`src/rtl/adc_seq_pkg.sv`:
```
package adc_seq_pkg;

  typedef enum logic [1:0] {
    MODE_SINGLE  = 2'd0,
    MODE_ONEPASS = 2'd1,
    MODE_CONT    = 2'd2
  } seq_mode_e;

  typedef enum logic [1:0] {
    TRG_NONE = 2'd0,
    TRG_TMR  = 2'd1,
    TRG_EXT  = 2'd2
  } trig_src_e;

  typedef enum logic [1:0] {
    ST_IDLE  = 2'd0,
    ST_ISSUE = 2'd1,
    ST_WAIT  = 2'd2
  } seq_state_e;

endpackage

```
`src/rtl/adc_trig_sel.sv`:
```
module adc_trig_sel
  import adc_seq_pkg::*;
(
  input  logic       clk,
  input  logic       rst_n,
  input  logic [1:0] src_sel,
  input  logic       sw_go,
  input  logic       tmr_trig,
  input  logic       ext_pin,
  output logic       hit
);
  logic ext_q;

  always_ff @(posedge clk or negedge rst_n) begin
    if (!rst_n) ext_q <= 1'b0;
    else        ext_q <= ext_pin;
  end

  always_comb begin
    hit = sw_go;
    if (src_sel == TRG_TMR && tmr_trig)          hit = 1'b1;
    if (src_sel == TRG_EXT && ext_pin && !ext_q) hit = 1'b1;
  end
endmodule

```
`src/rtl/adc_chan_pick.sv`:
```
module adc_chan_pick #(
  parameter int N_CH = 12,
  parameter int CH_W = $clog2(N_CH)
) (
  input  logic [N_CH-1:0] mask,
  input  logic            from_base,
  input  logic [CH_W-1:0] after,
  output logic            found,
  output logic [CH_W-1:0] idx
);
  always_comb begin
    found = 1'b0;
    idx   = '0;
    for (int i = N_CH - 1; i >= 0; i--) begin
      if (mask[i] && (from_base || CH_W'(i) > after)) begin
        found = 1'b1;
        idx   = CH_W'(i);
      end
    end
  end
endmodule

```
`src/rtl/adc_result_bank.sv`:
```
module adc_result_bank #(
  parameter int N_CH  = 12,
  parameter int RES_W = 10,
  parameter int CH_W  = $clog2(N_CH)
) (
  input  logic             clk,
  input  logic             rst_n,
  input  logic             wr_en,
  input  logic [CH_W-1:0]  wr_idx,
  input  logic [RES_W-1:0] wr_data,
  input  logic             fmt8,
  input  logic [CH_W-1:0]  rd_idx,
  output logic [RES_W-1:0] rd_data
);
  localparam int SHIFT = RES_W - 8;

  logic [RES_W-1:0] regs [N_CH];
  logic [RES_W-1:0] wr_val;

  assign wr_val = fmt8 ? (wr_data >> SHIFT) : wr_data;

  always_ff @(posedge clk or negedge rst_n) begin
    if (!rst_n) begin
      for (int i = 0; i < N_CH; i++) regs[i] <= '0;
    end else if (wr_en) begin
      for (int i = 0; i < N_CH; i++)
        if (wr_idx == CH_W'(i)) regs[i] <= wr_val;
    end
  end

  always_comb begin
    rd_data = '0;
    for (int i = 0; i < N_CH; i++)
      if (rd_idx == CH_W'(i)) rd_data = regs[i];
  end
endmodule

```
`src/rtl/adc_scan_seq.sv`:
```
module adc_scan_seq
  import adc_seq_pkg::*;
#(
  parameter int N_CH  = 12,
  parameter int RES_W = 10,
  parameter int CH_W  = $clog2(N_CH)
) (
  input  logic             clk,
  input  logic             rst_n,
  input  logic [1:0]       cfg_mode,
  input  logic [CH_W-1:0]  cfg_chan,
  input  logic [N_CH-1:0]  cfg_scan_mask,
  input  logic [1:0]       cfg_trig_sel,
  input  logic             cfg_fmt8,
  input  logic             cfg_diag_en,
  input  logic [1:0]       cfg_diag_lvl,
  input  logic             sw_go,
  input  logic             sw_stop,
  input  logic             tmr_trig,
  input  logic             ext_trig,
  input  logic             flag_clr,
  output logic             conv_start,
  output logic [CH_W-1:0]  conv_sel,
  output logic             conv_diag_en,
  output logic [1:0]       conv_diag_lvl,
  input  logic             conv_done,
  input  logic [RES_W-1:0] conv_data,
  input  logic [CH_W-1:0]  rd_idx,
  output logic [RES_W-1:0] rd_data,
  output logic             run,
  output logic             scan_flag,
  output logic             irq
);
  seq_state_e      state;
  logic [CH_W-1:0] cur;
  logic            hit, start_ok, is_single, is_cont;
  logic            first_found, next_found;
  logic [CH_W-1:0] first_idx, next_idx;
  logic            wr_en;

  assign is_single = (cfg_mode == MODE_SINGLE);
  assign is_cont   = (cfg_mode == MODE_CONT);
  assign start_ok  = is_single ? (cfg_chan < CH_W'(N_CH)) : first_found;

  adc_trig_sel u_trig (
    .clk(clk), .rst_n(rst_n), .src_sel(cfg_trig_sel), .sw_go(sw_go),
    .tmr_trig(tmr_trig), .ext_pin(ext_trig), .hit(hit)
  );

  adc_chan_pick #(.N_CH(N_CH), .CH_W(CH_W)) u_first (
    .mask(cfg_scan_mask), .from_base(1'b1), .after('0),
    .found(first_found), .idx(first_idx)
  );

  adc_chan_pick #(.N_CH(N_CH), .CH_W(CH_W)) u_next (
    .mask(cfg_scan_mask), .from_base(1'b0), .after(cur),
    .found(next_found), .idx(next_idx)
  );

  assign wr_en = (state == ST_WAIT) && conv_done;

  adc_result_bank #(.N_CH(N_CH), .RES_W(RES_W), .CH_W(CH_W)) u_bank (
    .clk(clk), .rst_n(rst_n), .wr_en(wr_en), .wr_idx(cur), .wr_data(conv_data),
    .fmt8(cfg_fmt8), .rd_idx(rd_idx), .rd_data(rd_data)
  );

  always_ff @(posedge clk or negedge rst_n) begin
    if (!rst_n) begin
      state     <= ST_IDLE;
      cur       <= '0;
      irq       <= 1'b0;
      scan_flag <= 1'b0;
    end else begin
      irq <= 1'b0;
      if (flag_clr) scan_flag <= 1'b0;
      if (sw_stop) begin
        state <= ST_IDLE;
      end else begin
        unique case (state)
          ST_IDLE: begin
            if (hit && start_ok) begin
              cur   <= is_single ? cfg_chan : first_idx;
              state <= ST_ISSUE;
            end
          end
          ST_ISSUE: state <= ST_WAIT;
          ST_WAIT: begin
            if (conv_done) begin
              if (!is_single && next_found) begin
                cur   <= next_idx;
                state <= ST_ISSUE;
              end else begin
                irq       <= 1'b1;
                scan_flag <= 1'b1;
                if (is_cont && first_found) begin
                  cur   <= first_idx;
                  state <= ST_ISSUE;
                end else begin
                  state <= ST_IDLE;
                end
              end
            end
          end
          default: state <= ST_IDLE;
        endcase
      end
    end
  end

  assign run           = (state != ST_IDLE);
  assign conv_start    = (state == ST_ISSUE);
  assign conv_sel      = cur;
  assign conv_diag_en  = cfg_diag_en;
  assign conv_diag_lvl = cfg_diag_lvl;
endmodule

```
`config.mk`:
```
export PLATFORM = sky130hd
export DESIGN_NAME = adc_scan_seq
export DESIGN_NICKNAME = d
export VERILOG_FILES = /design/src/rtl/adc_seq_pkg.sv /design/src/rtl/adc_trig_sel.sv /design/src/rtl/adc_chan_pick.sv /design/src/rtl/adc_result_bank.sv /design/src/rtl/adc_scan_seq.sv
export SDC_FILE = /design/constraint.sdc
export NUM_CORES = 1
export LEC_CHECK = 0
export BUFFER_PORTS_ARGS = -buffer_cell sky130_fd_sc_hd__buf_2
export CELL_PAD_IN_SITES_DETAIL_PLACEMENT = 2
export CELL_PAD_IN_SITES_GLOBAL_PLACEMENT = 2
export CORE_MARGIN = 5
export CORE_UTILIZATION = 25
export CTS_BUF_LIST = sky130_fd_sc_hd__clkbuf_2 sky130_fd_sc_hd__clkbuf_4 sky130_fd_sc_hd__clkbuf_8
export DETAILED_ROUTE_END_ITERATION = 6
export PLACE_DENSITY_LB_ADDON = 0.1
export SETUP_SLACK_MARGIN = 0.15
export SYNTH_ARGS = -nofsm -noshare
export SYNTH_HDL_FRONTEND = slang
export SYNTH_SLANG_ARGS = --single-unit
```
`constraint.sdc`:
```
create_clock -name clk -period 3.9 [get_ports clk]
set_input_delay 0 -clock clk [delete_from_list [all_inputs] [get_ports clk]]
set_output_delay 0 -clock clk [all_outputs]
set_load 0.01 [all_outputs]
```
Word level (Yosys, flattened, before mapping)
Index checks and enable logic that the tools add are counted.

operators by class
  order comparisons = 13
  equal/unequal tests = 32
  bitwise logic cells = 1
  mux-type cells = 85
  reduce and logical (&&, ||, !) cells = 41

operators by type and width
  cell                                                                   number
  10-bit two-way mux                                                     13
  4-bit two-way mux                                                      29
  1-bit two-way mux                                                      38
  4-bit by 3-bit equality test with 1-bit output, second input constant  8
  4-bit equality test, second input constant                             8
  2-bit AND reduction                                                    13
  1-bit logical AND                                                      19
  4-bit by 2-bit equality test with 1-bit output, second input constant  4
  3-bit by 4-bit > comparator with 1-bit output, first input constant    4
  4-bit > comparator, first input constant                               4
  4-bit by 1-bit equality test with 1-bit output, second input constant  2
  1-bit by 4-bit > comparator with 1-bit output, first input constant    2
  2-bit by 4-bit > comparator with 1-bit output, first input constant    2
  4-bit logical NOT                                                      2
  4-bit case mux with 2 select lines                                     1
  2-bit equality test, second input constant                             3
  2-bit two-way mux                                                      3
  3-bit inequality test, second input constant                           2
  2-bit case mux with 3 select lines                                     1
  5-bit AND reduction                                                    1
  2-bit by 1-bit equality test with 1-bit output, second input constant  2
  2-bit logical NOT                                                      2
  4-bit less-than comparator, second input constant                      1
  2-bit inequality test, second input constant                           2
  4 further kinds                                                        6

storage, ports and cells
  register bits after elaboration = 129
  output and inout port bits = 21

Longest topological paths before layout
  depth in word-level cells = 19
  mapped depth = 8

Modules after synthesis
A second synthesis with hierarchy kept.

unflattened totals
  cell total of the unflattened synthesis = 777
  area, all modules = 7113.1 um^2

by module, submodules not included
  module           area each (um^2)  sequential area each (um^2)  instances  cells an instance
  adc_result_bank  5670.4            3002.9                       1          584
  adc_chan_pick    425.4             0.0                          2          67
  adc_scan_seq     543.0             200.2                        1          55
  adc_trig_sel     48.8              25.0                         1          4

Worst setup path before layout
No wires, ideal clock.

  kind = reg-to-reg
  start = register cur[1], in the netlist conv_sel[1]
  end = register cur[3], in the netlist conv_sel[3]
  data arrival time = 1912 ps
  slack = 1863 ps
  buffers on the path = 1
  period minus slack after synthesis = 2037 ps
  cell stages (with the launch flop) = 8
  path through = dfrtp_1 > buf_4 > or3b_4 > a41oi_4 > o31a_1 > o31ai_4 > nor2_4 > mux2_4

on the way
  word-level cells in the longest chain between the ends = 18
  elaborated cells between the ends (all ways) = 54
  classes of those cells = order compare (12); eq/ne (1); mux (27); reduce/logical (14)

ends and longest elaborated chain
  what                                line                 source
  start: declaration                  adc_scan_seq.sv:35   logic [CH_W-1:0] cur;
  start signal: assignment            adc_scan_seq.sv:82   cur <= is_single ? cfg_chan : first_idx;
  start signal: assignment            adc_scan_seq.sv:90   cur <= next_idx;
  start signal: assignment            adc_scan_seq.sv:96   cur <= first_idx;
  4-bit > comparator                  adc_chan_pick.sv:15  if (mask[i] && (from_base || CH_W'(i) > after)) begin
  1-bit logical AND                   adc_chan_pick.sv:15
  1-bit two-way mux (12 in series)    adc_chan_pick.sv:15
  1-bit logical AND                   adc_scan_seq.sv:89   if (!is_single && next_found) begin
  4-bit two-way mux                   adc_scan_seq.sv:89
  4-bit two-way mux                   adc_scan_seq.sv:88   if (conv_done) begin
  4-bit case mux with 2 select lines  adc_scan_seq.sv:79   unique case (state)

Several ways; a longest one is shown, not always the timed one. The select of a mux whose other input is x is not followed.
A chain may end at the register's enable or synchronous reset.

Worst setup path in the final report
  start = register cur[3], in the netlist conv_sel[3]
  end = register u_bank.regs[16] (netlist bit)

on the way
  word-level cells in the longest chain between the ends = 2

ends and longest elaborated chain
  what                                  line                   source
  4-bit equality test                   adc_result_bank.sv:27  if (wr_idx == CH_W'(i)) regs[i] <= wr_val;
  2-bit AND reduction (no source line)  n/a
  end signal: indexed assignment        adc_result_bank.sv:27
  end: declaration                      adc_result_bank.sv:17  logic [RES_W-1:0] regs [N_CH];

No other way between the ends.

==> results.py <==
metrics = {
    "status": {
        "outcome": "finished, final reports clean",
    },
    "floorplanning": {
        "dieWidth_um": 174.6,
        "die-area_sq_mm": 0.03049,
        "die_h_um": 174.6,
        "placement_rows": 60,
        "boundaryPins": 67,
        "start_util_pct": 25.28,
        "design.core.area_sq_mm": 0.02680,
    },
    "finish": {
        "layout_commonest_cell": "dfrtp_1",
        "nets": 834,
        "final_cell_mix": "dfrtp_1 (129), nor2_1 (112), a21oi_1 (98)",
        "syn_to_final_growth_pct": 16.42,
        "n_antenna_cell": 0,
        "drive_gt1_share_pct": 18.10,
    },
    "detailed_routing": {
        "vias": 5750,
        "post-route-drc-count": 0,
        "via_per_inst": 5.035,
        "wl_um": 23440,
        "drtIter0Drc": 202,
        "wl_per_cell_um": 20.52,
        "first_pass_iters": 4,
        "drtAntennaViolNets": 0,
    },
    "critical_path": {
        "critPathMaxFanout": 21,
        "required_ns": 4.28,
        "arrival_ns": 3.06,
        "worst-setup-path-type": "reg2reg",
        "crit_path_end_kind": "flop",
        "cp-start-kind": "flop",
    },
    "timing": {
        "whs_ns": 0.00002186,
        "period_needed_ns": 2.677,
        "fmax_mhz": 373.5,
        "rsz0062_at_grt": "no",
        "drv_slew": 0,
        "hold_viol": 0,
        "min_period_over_period_pct": 68.65,
        "setup_tns_ns": 0,
        "worstMarginPinSlew_ns": 1.272,
        "timing.slew.headroom_pct": 12.75,
        "finClkSkew_ns": 0.01592,
        "setup_viol": 0,
    },
    "yosys": {
        "synth_xor_xnor_area_share_pct": 0,
        "netlist_area_sq_mm": 0.006774,
        "ys_seq_area_share_pct": 47.65,
        "synthAdderAreaFrac_pct": 0,
        "synthCells": 741,
        "yosysWarnings": 0,
        "yosys.area_share.simple_pct": 18.01,
        "synth-edff-count": 0,
        "syn_avg_cell_area_sq_um": 9.142,
        "synth-seq-cells": 129,
        "ys_async_sr_fraction_pct": 100.0,
        "synth_top_family_by_area": "compound AO/OA/AOI/OAI gates",
        "synthesis.nets": 787,
        "synth-compound-area-share_pct": 21.89,
        "ys.flop_type": "dfrtp_1",
        "ys_types": 67,
        "muxShareOfSynthArea_pct": 8.053,
    },
    "grt": {
        "grt_pass1_wl_um": 37710,
        "antenna_found_initial": 0,
        "grt_max_degree": 101,
        "grt_pass1_vias": 6442,
        "grt-ovfl-total": 0,
        "grt.total_usage_pct": 15.73,
    },
    "clocking": {
        "cts.clk_slew.worst_paths_ns": 0.08,
        "clkLatencyLatePin_ns": 0.46,
        "cts_tree": "done",
        "clk_path_buf_depth": 2,
        "cts_inserted_buffers": 17,
        "cts.htree.levels": 4,
        "cts_num_sinks": 129,
        "root_buffer": "clkbuf_8",
    },
    "placement": {
        "dp_hpwl_um": 16390,
        "io_buffers": 60,
        "place_congestion": 0.7590,
    },
    "min_path": {
        "hp-class": "in2out",
    },
    "power": {
        "peakVddDrop_mv": 0.2168,
        "p_leak_uw": 0.003464,
        "power_uw": 4254,
        "pwr_density_cell_mw_per_mm2": 539.4,
    },
    "job": {
        "drv_cap": 0,
    },
}
[synth_stat cells, drive strengths merged, types with 3 or more instances]
master | n | area share (%)
a211oi | 10 | 1.4
a21oi | 98 | 7.2
a31oi | 7 | 0.65
buf | 23 | 1.9
clkbuf | 33 | 1.8
dfrtp | 129 | 48
inv | 12 | 0.66
mux2 | 4 | 0.78
mux2i | 29 | 4.3
mux4 | 9 | 3.0
nand2 | 79 | 4.4
nand2b | 12 | 1.1
nand3 | 7 | 0.52
nand3b | 4 | 0.44
nor2 | 113 | 6.4
nor2b | 10 | 0.92
nor3 | 13 | 1.5
nor3b | 6 | 0.66
nor4 | 4 | 0.78
o211a | 3 | 0.44
o211ai | 3 | 0.33
o21a | 5 | 0.55
o21ai | 73 | 5.4
o221ai | 5 | 0.65
o22ai | 8 | 0.74
o31a | 3 | 0.39
or2 | 3 | 0.28
[flip-flops by register name (all words and copies together) (netlist names)]
signal        cells
state             2
scan_flag         1
u_trig.ext_q      1
u_bank.regs     120
irq               1
conv_sel          4
[worst paths after layout]
kind	depth (start not counted)	start	to	slack [ns]
min in group asynchronous	2	rst_n	u_bank.regs[78]	0.24
max reg2reg	4	conv_sel[3]	u_bank.regs[16]	1.22
max	4	conv_sel[3]	u_bank.regs[16]	1.22
max in group asynchronous	3	rst_n	u_bank.regs[72]	2.65
min	0	cfg_diag_lvl[0]	conv_diag_lvl[0]	0.00002
min reg2reg	2	u_bank.regs[103]	u_bank.regs[103]	0.49
[area by class of cell]
type / count / area [sq um]
timing repair buffer: 84 / 506.7
tap: 341 / 426.7
sequential: 129 / 3228
clock inverter: 14 / 190.2
inverter: 12 / 45.04
multi-input combinational: 544 / 3248
clock buffer: 18 / 241.5
fill: 3020 / 18910
[worst max-delay path, stage by stage (launching register included)]
cell	delay, ns
dfrtp_1	0.90
nand2b_1	0.39
nor3_2	1.03
nor2_1	0.10
a21oi_1	0.17
[logic make-up after synthesis]
| group | Yosys count |
|---|---|
| AO/OA/AOI/OAI | 242 |
| buffers and inverters | 68 |
| multiplexers | 42 |
| flip-flops | 129 |
| AND/OR/NAND/NOR | 260 |
[power breakdown]
part / switching (uW) / internal [uW]
combinational: 571 / 437
sequential: 273 / 1680
clock: 592 / 702
total: 1440 / 2820
[layer usage]
layer  track usage (%)  part of all wire [%]  vias up
met4             2.750                  0.58        0
met2             26.24                    48       78
met5                 0                     0        -
met3             3.570                   2.8       12
met1             21.29                    49     2961
li1                  -                     -     2699
[metrics by stage]
stage | instance area (sq um) | cells | util (%) | worst slack, ns
floorplan | 6774 | 741 | - | 1.863
global route | 7886 | 1142 | 29.43 | 0.9524
CTS | 7886 | 1142 | 29.43 | 1.122
finish | 7886 | 1142 | 29.43 | 1.223
global placement | 7375 | 1102 | 27.52 | 1.280
detailed placement | 7375 | 1102 | 27.52 | 1.106
[timing repair]
action | 4_1_cts | 5_1_grt
gates resized for setup | 0 | 0
hold buffers | 8 | 0
endpoints found under the hold margin | 107 | 0
buffers inserted | 0 | 0
(Power assumes the default switching activity.)
